<file path="config.mk">
export PLATFORM = sky130hd
export DESIGN_NAME = sac_top
export DESIGN_NICKNAME = d
export VERILOG_FILES = /design/src/rtl/sac_pkg.sv /design/src/rtl/sac_ohmux.sv /design/src/rtl/sac_way.sv /design/src/rtl/sac_lru.sv /design/src/rtl/sac_top.sv
export SDC_FILE = /design/constraint.sdc
export NUM_CORES = 2
export LEC_CHECK = 0
export BUFFER_PORTS_ARGS = -buffer_cell sky130_fd_sc_hd__buf_4
export CORE_ASPECT_RATIO = 0.9
export CORE_UTILIZATION = 50
export CTS_BUF_LIST = sky130_fd_sc_hd__clkbuf_4
export DETAILED_ROUTE_END_ITERATION = 8
export PLACE_DENSITY_LB_ADDON = 0.1
export RECOVER_POWER = 50
export SYNTH_ARGS = -nofsm -noshare
export SYNTH_HDL_FRONTEND = slang
export SYNTH_HIERARCHICAL = 1
export SYNTH_SLANG_ARGS = --single-unit
</file>
<file path="constraint.sdc">
create_clock -name clk -period 9.8 [get_ports clk]
set_input_delay 0.98 -clock clk [delete_from_list [all_inputs] [get_ports clk]]
set_output_delay 0.98 -clock clk [all_outputs]
set_load 0.05 [all_outputs]
</file>
<file path="src/rtl/sac_pkg.sv">
package sac_pkg;
    // Where a touched way is placed in a line's history order
    typedef enum logic {
        PLACE_MRU = 1'b0,
        PLACE_LRU = 1'b1
    } place_e;
endpackage

</file>
<file path="src/rtl/sac_ohmux.sv">
module sac_ohmux #(
    parameter int W = 8,
    parameter int N = 4
) (
    input  logic [N-1:0]   sel,
    input  logic [N*W-1:0] din,
    output logic [W-1:0]   dout
);
    always_comb begin
        dout = '0;
        for (int i = 0; i < N; i++) begin
            dout = dout | (din[i*W +: W] & {W{sel[i]}});
        end
    end
endmodule

</file>
<file path="src/rtl/sac_way.sv">
module sac_way #(
    parameter int TAG_W  = 4,
    parameter int LINE_W = 2,
    parameter int SECT_W = 2,
    parameter int BYTES  = 2
) (
    input  logic                            clk,
    input  logic                            rst_n,
    input  logic                            clr,
    input  logic [TAG_W+LINE_W+SECT_W-1:0]  addr,
    input  logic [8*BYTES-1:0]              wdata,
    input  logic [BYTES-1:0]                byte_en,
    input  logic                            data_we,
    input  logic                            valid_we,
    input  logic                            valid_in,
    input  logic                            tag_we,
    output logic                            hit,
    output logic [8*BYTES-1:0]              rdata,
    output logic                            dirty,
    output logic [TAG_W+LINE_W+SECT_W-1:0]  ev_addr
);
    localparam int ADDR_W = TAG_W + LINE_W + SECT_W;
    localparam int LINES  = 1 << LINE_W;
    localparam int WORDS  = 1 << (LINE_W + SECT_W);
    localparam int DATA_W = 8 * BYTES;

    typedef struct packed {
        logic [LINES-1:0][TAG_W-1:0]  tag;
        logic [LINES-1:0]             valid;
        logic [LINES-1:0]             dirty;
        logic [WORDS-1:0][DATA_W-1:0] data;
    } way_state_t;

    way_state_t s_d, s_q;

    logic [LINE_W-1:0]        line_idx;
    logic [LINE_W+SECT_W-1:0] word_idx;
    logic [TAG_W-1:0]         tag_in;

    assign line_idx = addr[SECT_W +: LINE_W];
    assign word_idx = addr[LINE_W+SECT_W-1:0];
    assign tag_in   = addr[ADDR_W-1 -: TAG_W];

    always_comb begin
        s_d = s_q;
        if (data_we) begin
            for (int j = 0; j < BYTES; j++) begin
                if (byte_en[j]) s_d.data[word_idx][8*j +: 8] = wdata[8*j +: 8];
            end
            if (|byte_en) s_d.dirty[line_idx] = 1'b1;
        end
        if (tag_we)   s_d.tag[line_idx]   = tag_in;
        if (valid_we) s_d.valid[line_idx] = valid_in;
        if (tag_we && valid_we) s_d.dirty[line_idx] = 1'b0;
        if (clr) begin
            s_d.valid = '0;
            s_d.dirty = '0;
        end
    end

    always_ff @(posedge clk or negedge rst_n) begin
        if (!rst_n) s_q <= '0;
        else        s_q <= s_d;
    end

    assign hit     = s_q.valid[line_idx] && (s_q.tag[line_idx] == tag_in);
    assign rdata   = s_q.data[word_idx];
    assign dirty   = s_q.dirty[line_idx];
    assign ev_addr = {s_q.tag[line_idx], line_idx, {SECT_W{1'b0}}};
endmodule

</file>
<file path="src/rtl/sac_lru.sv">
module sac_lru
    import sac_pkg::*;
#(
    parameter int WAYS   = 4,
    parameter int LINE_W = 2
) (
    input  logic              clk,
    input  logic              rst_n,
    input  logic              clr,
    input  logic              rd,
    input  logic [LINE_W-1:0] line,
    input  logic              hit,
    input  logic [WAYS-1:0]   hit_vec,
    input  logic              demote,
    output logic [WAYS-1:0]   victim_oh
);
    localparam int IDX_W = (WAYS > 1) ? $clog2(WAYS) : 1;
    localparam int LINES = 1 << LINE_W;

    typedef logic [WAYS-1:0][IDX_W-1:0] order_t;

    typedef struct packed {
        logic [LINES-1:0][WAYS-1:0][IDX_W-1:0] store;
        order_t                                cur;
        logic [LINE_W-1:0]                     cur_line;
    } lru_state_t;

    function automatic order_t init_order();
        order_t o;
        for (int i = 0; i < WAYS; i++) o[i] = IDX_W'(i);
        return o;
    endfunction

    lru_state_t s_d, s_q;
    order_t     order, new_order;
    logic [IDX_W-1:0] hit_idx, target;
    place_e     place;
    int         pos;

    // Pending copy overrides the store for the line touched last
    assign order = (line == s_q.cur_line) ? s_q.cur : s_q.store[line];

    always_comb begin
        victim_oh = '0;
        victim_oh[order[0]] = 1'b1;
    end

    always_comb begin
        hit_idx = '0;
        for (int i = 0; i < WAYS; i++) begin
            if (hit_vec[i]) hit_idx = IDX_W'(i);
        end
        target = hit ? hit_idx : order[0];
        place  = (hit && demote) ? PLACE_LRU : PLACE_MRU;
        pos    = 0;
        for (int i = 0; i < WAYS; i++) begin
            if (order[i] == target) pos = i;
        end
        new_order = order;
        if (place == PLACE_MRU) begin
            for (int i = 0; i < WAYS - 1; i++) begin
                new_order[i] = (i < pos) ? order[i] : order[i+1];
            end
            new_order[WAYS-1] = target;
        end else begin
            new_order[0] = target;
            for (int i = 1; i < WAYS; i++) begin
                new_order[i] = (i <= pos) ? order[i-1] : order[i];
            end
        end
    end

    always_comb begin
        s_d = s_q;
        if (clr) begin
            for (int l = 0; l < LINES; l++) s_d.store[l] = init_order();
            s_d.cur      = init_order();
            s_d.cur_line = '0;
        end else if (rd) begin
            s_d.store[s_q.cur_line] = s_q.cur;
            s_d.cur      = new_order;
            s_d.cur_line = line;
        end
    end

    always_ff @(posedge clk or negedge rst_n) begin
        if (!rst_n) begin
            for (int l = 0; l < LINES; l++) s_q.store[l] <= init_order();
            s_q.cur      <= init_order();
            s_q.cur_line <= '0;
        end else begin
            s_q <= s_d;
        end
    end
endmodule

</file>
<file path="src/rtl/sac_top.sv">
module sac_top #(
    parameter int ADDR_W = 8,
    parameter int LINE_W = 2,
    parameter int SECT_W = 2,
    parameter int BYTES  = 2,
    parameter int WAYS   = 4
) (
    input  logic                clk,
    input  logic                rst_n,
    input  logic [ADDR_W-1:0]   addr,
    input  logic [8*BYTES-1:0]  wdata,
    input  logic [BYTES-1:0]    byte_en,
    input  logic                data_we,
    input  logic                valid_we,
    input  logic                valid_in,
    input  logic                tag_we,
    input  logic                rd_stb,
    input  logic                clr,
    input  logic                lru_demote,
    output logic                hit,
    output logic [8*BYTES-1:0]  rdata,
    output logic                victim_dirty,
    output logic [ADDR_W-1:0]   victim_addr
);
    localparam int TAG_W  = ADDR_W - LINE_W - SECT_W;
    localparam int DATA_W = 8 * BYTES;

    typedef struct packed {
        logic [WAYS-1:0] way_sel;
    } top_state_t;

    top_state_t s_d, s_q;

    logic [WAYS-1:0]        hit_vec, dirty_vec, victim_oh, next_sel, way_sel_q;
    logic [WAYS*DATA_W-1:0] rdata_flat;
    logic [WAYS*ADDR_W-1:0] evaddr_flat;

    assign way_sel_q = s_q.way_sel;

    for (genvar g = 0; g < WAYS; g++) begin : g_way
        sac_way #(
            .TAG_W (TAG_W),
            .LINE_W(LINE_W),
            .SECT_W(SECT_W),
            .BYTES (BYTES)
        ) u_way (
            .clk     (clk),
            .rst_n   (rst_n),
            .clr     (clr),
            .addr    (addr),
            .wdata   (wdata),
            .byte_en (byte_en & {BYTES{s_q.way_sel[g]}}),
            .data_we (data_we  & s_q.way_sel[g]),
            .valid_we(valid_we & s_q.way_sel[g]),
            .valid_in(valid_in),
            .tag_we  (tag_we   & s_q.way_sel[g]),
            .hit     (hit_vec[g]),
            .rdata   (rdata_flat[g*DATA_W +: DATA_W]),
            .dirty   (dirty_vec[g]),
            .ev_addr (evaddr_flat[g*ADDR_W +: ADDR_W])
        );
    end

    sac_lru #(
        .WAYS  (WAYS),
        .LINE_W(LINE_W)
    ) u_lru (
        .clk      (clk),
        .rst_n    (rst_n),
        .clr      (clr),
        .rd       (rd_stb),
        .line     (addr[SECT_W +: LINE_W]),
        .hit      (hit),
        .hit_vec  (hit_vec),
        .demote   (lru_demote),
        .victim_oh(victim_oh)
    );

    assign hit      = |hit_vec;
    assign next_sel = hit ? hit_vec : victim_oh;

    sac_ohmux #(.W(DATA_W), .N(WAYS)) u_mux_data (
        .sel(hit_vec), .din(rdata_flat), .dout(rdata)
    );

    sac_ohmux #(.W(1), .N(WAYS)) u_mux_dirty (
        .sel(next_sel), .din(dirty_vec), .dout(victim_dirty)
    );

    sac_ohmux #(.W(ADDR_W), .N(WAYS)) u_mux_ev (
        .sel(next_sel), .din(evaddr_flat), .dout(victim_addr)
    );

    always_comb begin
        s_d = s_q;
        if (clr)         s_d.way_sel = WAYS'(1);
        else if (rd_stb) s_d.way_sel = next_sel;
    end

    always_ff @(posedge clk or negedge rst_n) begin
        if (!rst_n) s_q.way_sel <= WAYS'(1);
        else        s_q <= s_d;
    end
endmodule

</file>
==> impl_table.tex <==
\begin{tabular}{lr}
\hline
Metric & Value \\
\hline
\multicolumn{2}{l}{\textbf{Status}} \\
\quad Status & complete, but fails checks \\
\quad Violations in the final reports & max-capacitance violations, max-slew violations \\
\multicolumn{2}{l}{\textbf{Floorplan}} \\
\quad Vert. Die Dim & 318.6 µm \\
\quad Area of the die & 0.1127 mm² \\
\quad Effective utilization at floorplan & 50.73\% \\
\quad I/O pin total & 61 \\
\quad Area of the core & 0.1098 mm² \\
\quad Row Count & 115 \\
\quad Die X-Extent & 353.8 µm \\
\multicolumn{2}{l}{\textbf{Route}} \\
\quad Total length of routed wires & 144.5 mm \\
\quad Post-route ant nets & 0 \\
\quad Routed via count divided by cell count & 6.083 \\
\quad Wire per inst & 27.05 µm \\
\quad DRC violations left & 0 \\
\quad Total via count after detailed routing & 32,490 \\
\quad DRT Pass-1 Iters & 5 \\
\quad Initial DRC Count & 2,302 \\
\multicolumn{2}{l}{\textbf{STA}} \\
\quad Final hold violations & 0 \\
\quad Number of max-slew violations in the final report & 263 \\
\quad Period minus WS final & 7.236 ns \\
\quad Max-slew headroom & -287.8\% \\
\quad RSZ-0062 raised after global routing & false \\
\quad Setup total negative slack & 0 ns \\
\quad Count of final setup violators & 0 \\
\quad Worst hold slack & 0.1521 ns \\
\quad Worst Clk Skew & 0.06994 ns \\
\quad Achievable Freq & 0.1382 GHz \\
\quad Least-Margin Pin Slew & 5.817 ns \\
\quad Crit share post-route & 73.84\% \\
\multicolumn{2}{l}{\textbf{Synth}} \\
\quad Top flip-flop cell by instance count after synthesis & sky130\_fd\_sc\_hd\_\_dfrtp\_1 \\
\quad Synth area leader & sky130\_fd\_sc\_hd\_\_dfrtp\_1 \\
\quad Mapped Cells & 3,493 \\
\quad Number of synthesized flops with an enable pin & 0 \\
\quad Synth top area cells & sky130\_fd\_sc\_hd\_\_dfrtp\_1, sky130\_fd\_sc\_hd\_\_mux2\_2, sky130\_fd\_sc\_hd\_\_mux4\_2 \\
\quad Ys Warns & 6 \\
\quad Yosys top cell area share & 51.44\% \\
\quad Post-synthesis cell area & 0.05570 mm² \\
\quad Sequential area share after synthesis & 52.44\% \\
\quad Total of flip-flops plus latches after synthesis & 1,166 \\
\quad Post-synth cell types & 70 \\
\quad Proportion of synthesized flip-flops having asynchronous set or reset & 100.0\% \\
\quad Average footprint of a synthesized cell & 15.95 µm² \\
\multicolumn{2}{l}{\textbf{Cells and area}} \\
\quad Signed area change from the synthesized netlist to the final layout & 8.483\% \\
\quad Final instance count without filler cells & 5,341 \\
\quad Final \#Nets & 3,704 \\
\quad Filler Cells Inserted & 8,890 \\
\quad Share of post-route cells with drive strength above 1 & 50.84\% \\
\multicolumn{2}{l}{\textbf{Power and ir drop}} \\
\quad Leakage power total & 28.58 nW \\
\quad Maximum vdd ir drop & 115.2 µV \\
\quad Areal power density over the cells & 175.4 mW/mm² \\
\multicolumn{2}{l}{\textbf{Worst setup path}} \\
\quad Maximum fanout along the worst path & 64 \\
\quad WS Path Type & in2out \\
\quad Instance count on the critical path & 7 \\
\quad Number of cells on the worst reg-to-reg path & 13 \\
\quad Slack of the worst reg-to-reg path & 5.63 ns \\
\quad Worst Setup End Kind & output pin \\
\quad Largest stage delay on the critical path & 1.89 ns \\
\quad Capture point of the worst reg-to-reg path & u\_lru/s\_q[4] \\
\quad Slowest stage cell on the critical path & sky130\_fd\_sc\_hd\_\_clkbuf\_1 \\
\quad Most common cell on crit path & sky130\_fd\_sc\_hd\_\_buf\_4 \\
\quad Required time of the worst setup path & 8.82 ns \\
\quad Sort of element at the start of the critical path & input pin \\
\quad Critical path's top delay family & buffers and inverters \\
\quad Worst Path Buf+Inv & 4 \\
\quad Cell-by-cell trace of the critical path & clkbuf\_8 -> clkbuf\_1 -> buf\_4 -> mux4\_2 -> a22oi\_1 -> nand2\_1 -> buf\_4 \\
\quad FF-to-FF Start & g\_way[0].u\_way/s\_q[278] \\
\quad Arrival time at the worst endpoint & 6.26 ns \\
\multicolumn{2}{l}{\textbf{Placement}} \\
\quad Cells after DPL & 4,801 \\
\quad Global placement routability congestion & 0.8507 \\
\quad Number of I/O port buffers & 58 \\
\quad Total half-perimeter wirelength after legalization and detailed placement & 90.67 mm \\
\multicolumn{2}{l}{\textbf{Job}} \\
\quad Total of max-cap violations & 4 \\
\multicolumn{2}{l}{\textbf{GRT}} \\
\quad First-pass GRT wire length & 222.2 mm \\
\quad Maximum number of pins on one net before global-route repair & 194 \\
\quad Antenna violations before repair & 13 \\
\quad Via count of the first global-routing pass & 35,120 \\
\quad Total overflow reported by the global router & 0 \\
\quad Tot GR Track Use & 26.34\% \\
\multicolumn{2}{l}{\textbf{Clock tree}} \\
\quad Latest clock arrival within the worst-skew pair & 1.22 ns \\
\quad Clock root buffer & sky130\_fd\_sc\_hd\_\_clkbuf\_4 \\
\quad Resize count post-CTS & 0 \\
\quad Total of hold buffers inserted after clock tree synthesis & 1 \\
\quad Max clock buf depth & 4 \\
\quad Number of setup buffers added after CTS & 0 \\
\quad Cts bufs inserted & 327 \\
\quad TritonCTS Sinks & 1,166 \\
\quad TritonCTS clock tree & yes \\
\quad Number of H-tree levels & 5 \\
\quad Register clock-pin slew on the reported worst setup and hold paths & 0.06 ns \\
\multicolumn{2}{l}{\textbf{Worst hold path}} \\
\quad Startpoint of the tightest hold check path & valid\_in \\
\quad Path type of the worst min-delay path & in2reg \\
\quad Hold depth & 3 \\
\quad WHS Endpoint & g\_way[2].u\_way/s\_q[260] \\
\hline
\end{tabular}
[logic make-up (layout without fill, tap and decap cells)]
logic type | after synthesis | after routing | share of synthesized area [%]
DFF | 1166 | 1166 | 52.44
AOI/OAI and AO/OA | 151 | 151 | 1.972
buffers and inverters | 250 | 620 | 2.752
other | 4 | 20 | 0.02695
xor gates and xnor gates | 26 | 26 | 0.4358
muxes | 1459 | 1459 | 37.23
and+or+nand+nor | 437 | 437 | 5.151
[Yosys cell counts (4+ instances only)]
cell / n
sky130_fd_sc_hd__nand3_2: 12
sky130_fd_sc_hd__xnor2_1: 11
sky130_fd_sc_hd__mux4_1: 94
sky130_fd_sc_hd__or2b_1: 4
sky130_fd_sc_hd__a31oi_1: 5
sky130_fd_sc_hd__buf_2: 43
sky130_fd_sc_hd__nand3b_1: 10
sky130_fd_sc_hd__or2_1: 4
sky130_fd_sc_hd__clkbuf_2: 4
sky130_fd_sc_hd__nor2_1: 24
sky130_fd_sc_hd__a211o_1: 9
sky130_fd_sc_hd__nand4_2: 6
sky130_fd_sc_hd__buf_1: 7
sky130_fd_sc_hd__a22oi_1: 50
sky130_fd_sc_hd__nor2b_1: 18
sky130_fd_sc_hd__nand2_1: 152
sky130_fd_sc_hd__dfstp_2: 21
sky130_fd_sc_hd__nand2b_1: 7
sky130_fd_sc_hd__nor3_2: 6
sky130_fd_sc_hd__o21ai_0: 5
sky130_fd_sc_hd__nand2_2: 4
sky130_fd_sc_hd__dfrtp_1: 1145
sky130_fd_sc_hd__a21oi_1: 44
sky130_fd_sc_hd__inv_1: 10
sky130_fd_sc_hd__o21a_1: 4
sky130_fd_sc_hd__a311oi_1: 16
sky130_fd_sc_hd__buf_6: 39
sky130_fd_sc_hd__nor2_4: 78
sky130_fd_sc_hd__nand3_4: 6
sky130_fd_sc_hd__nor3_1: 8
sky130_fd_sc_hd__and2_1: 30
sky130_fd_sc_hd__mux2_2: 988
sky130_fd_sc_hd__xor2_1: 13
sky130_fd_sc_hd__nand3_1: 22
sky130_fd_sc_hd__mux4_2: 258
sky130_fd_sc_hd__buf_4: 26
sky130_fd_sc_hd__buf_8: 7
sky130_fd_sc_hd__nor4b_1: 4
sky130_fd_sc_hd__or2_2: 5
sky130_fd_sc_hd__mux2_1: 109
sky130_fd_sc_hd__mux2i_1: 10
sky130_fd_sc_hd__nor2_2: 22
sky130_fd_sc_hd__conb_1: 4
sky130_fd_sc_hd__clkbuf_1: 108
[where the power goes]
group | internal [mW] | leakage (nW) | switching [mW]
logic | 0.506 | 10.4 | 0.559
registers | 5.14 | 15.8 | 0.156
clock network | 2.26 | 2.34 | 1.98
total | 7.91 | 28.6 | 2.69
[metrics by stage]
step	power, mW	util [%]	setup WS (ns)	instance area [µm²]
floorplan	6.080	-	4.988	55710
global placement	6.393	51.74	4.024	56800
detailed placement	6.458	51.74	4.007	56800
CTS	10.76	55.24	3.985	60650
global route	11.14	55.03	1.967	60410
finish	10.60	55.03	2.564	60420
[per-layer routing]
metal	wire length, µm	track usage (%)
met3	9212	6.636
met4	4359	10.66
met2	66590	38.99
met1	64270	37.26
met5	36	0
[worst register-to-register path, stage by stage, from the launching register on]
cell and delay, ns:
sky130_fd_sc_hd__dfrtp_1 0.37, sky130_fd_sc_hd__mux4_2 0.51, sky130_fd_sc_hd__xnor2_1 0.15, sky130_fd_sc_hd__nand3_1 0.11, sky130_fd_sc_hd__nor3_2 0.05, sky130_fd_sc_hd__buf_4 0.26
sky130_fd_sc_hd__or4_1 0.75, sky130_fd_sc_hd__a31oi_1 0.32, sky130_fd_sc_hd__a22oi_4 0.16, sky130_fd_sc_hd__xor2_1 0.29, sky130_fd_sc_hd__o22ai_2 0.19, sky130_fd_sc_hd__nor2b_1 0.17
sky130_fd_sc_hd__or3_4 0.43, sky130_fd_sc_hd__a221oi_2 0.27
[worst max-delay path by stage]
stage | slack, ns | startpoint | endpoint
final | 2.56 | addr[2] | rdata[9]
after global routing | 1.97 | rst_n | g_way[0].u_way/s_q[37]
after CTS | 3.99 | addr[0] | rdata[9]
after detailed placement | 4.01 | addr[0] | rdata[9]
after global placement | 4.02 | addr[0] | rdata[9]
after floorplan | 4.99 | addr[2] | u_lru/s_q[4]
[layout by cell type (no fill, tap or decap), types with 10 or more instances in the layout]
cell / netlist / layout
sky130_fd_sc_hd__inv_1: 10 / 10
sky130_fd_sc_hd__mux2_1: 109 / 109
sky130_fd_sc_hd__dfstp_2: 21 / 21
sky130_fd_sc_hd__mux4_1: 94 / 94
sky130_fd_sc_hd__nor2_4: 78 / 57
sky130_fd_sc_hd__mux4_2: 258 / 258
sky130_fd_sc_hd__clkbuf_4: 1 / 487
sky130_fd_sc_hd__buf_4: 26 / 66
sky130_fd_sc_hd__clkinv_1: 0 / 29
sky130_fd_sc_hd__nand3_1: 22 / 26
sky130_fd_sc_hd__nor2_1: 24 / 48
sky130_fd_sc_hd__mux2i_1: 10 / 10
sky130_fd_sc_hd__and2_1: 30 / 22
sky130_fd_sc_hd__xnor2_1: 11 / 11
sky130_fd_sc_hd__nor2_2: 22 / 19
sky130_fd_sc_hd__a311oi_1: 16 / 16
sky130_fd_sc_hd__xor2_1: 13 / 13
sky130_fd_sc_hd__a21oi_1: 44 / 44
sky130_fd_sc_hd__diode_2: 0 / 12
sky130_fd_sc_hd__nand2_1: 152 / 154
sky130_fd_sc_hd__nor2b_1: 18 / 19
sky130_fd_sc_hd__nand3_2: 12 / 10
sky130_fd_sc_hd__mux2_2: 988 / 988
sky130_fd_sc_hd__a22oi_1: 50 / 50
sky130_fd_sc_hd__nand3b_1: 10 / 10
sky130_fd_sc_hd__dfrtp_1: 1145 / 1145
[registers in the layout, summed over array words and instances, names as in the netlist]
signal and cells:
g_way.u_way/s_q 1120, u_lru/s_q 42, s_q 4
[final cells by class]
| type | count | area (µm²) | area share (%) |
|---|---|---|---|
| inverters | 10 | 37.54 | 0.06212 |
| clock buffers | 487 | 3656 | 6.051 |
| repair buffers | 83 | 720.7 | 1.193 |
| flip-flops and latches | 1166 | 29200 | 48.34 |
| diodes | 12 | 30.03 | 0.04970 |
| multi-input cells | 2081 | 24760 | 40.98 |
| well taps | 1462 | 1829 | 3.028 |
| clock inverters | 40 | 182.7 | 0.3023 |
No activity file was read; power rests on OpenSTA's default activity.
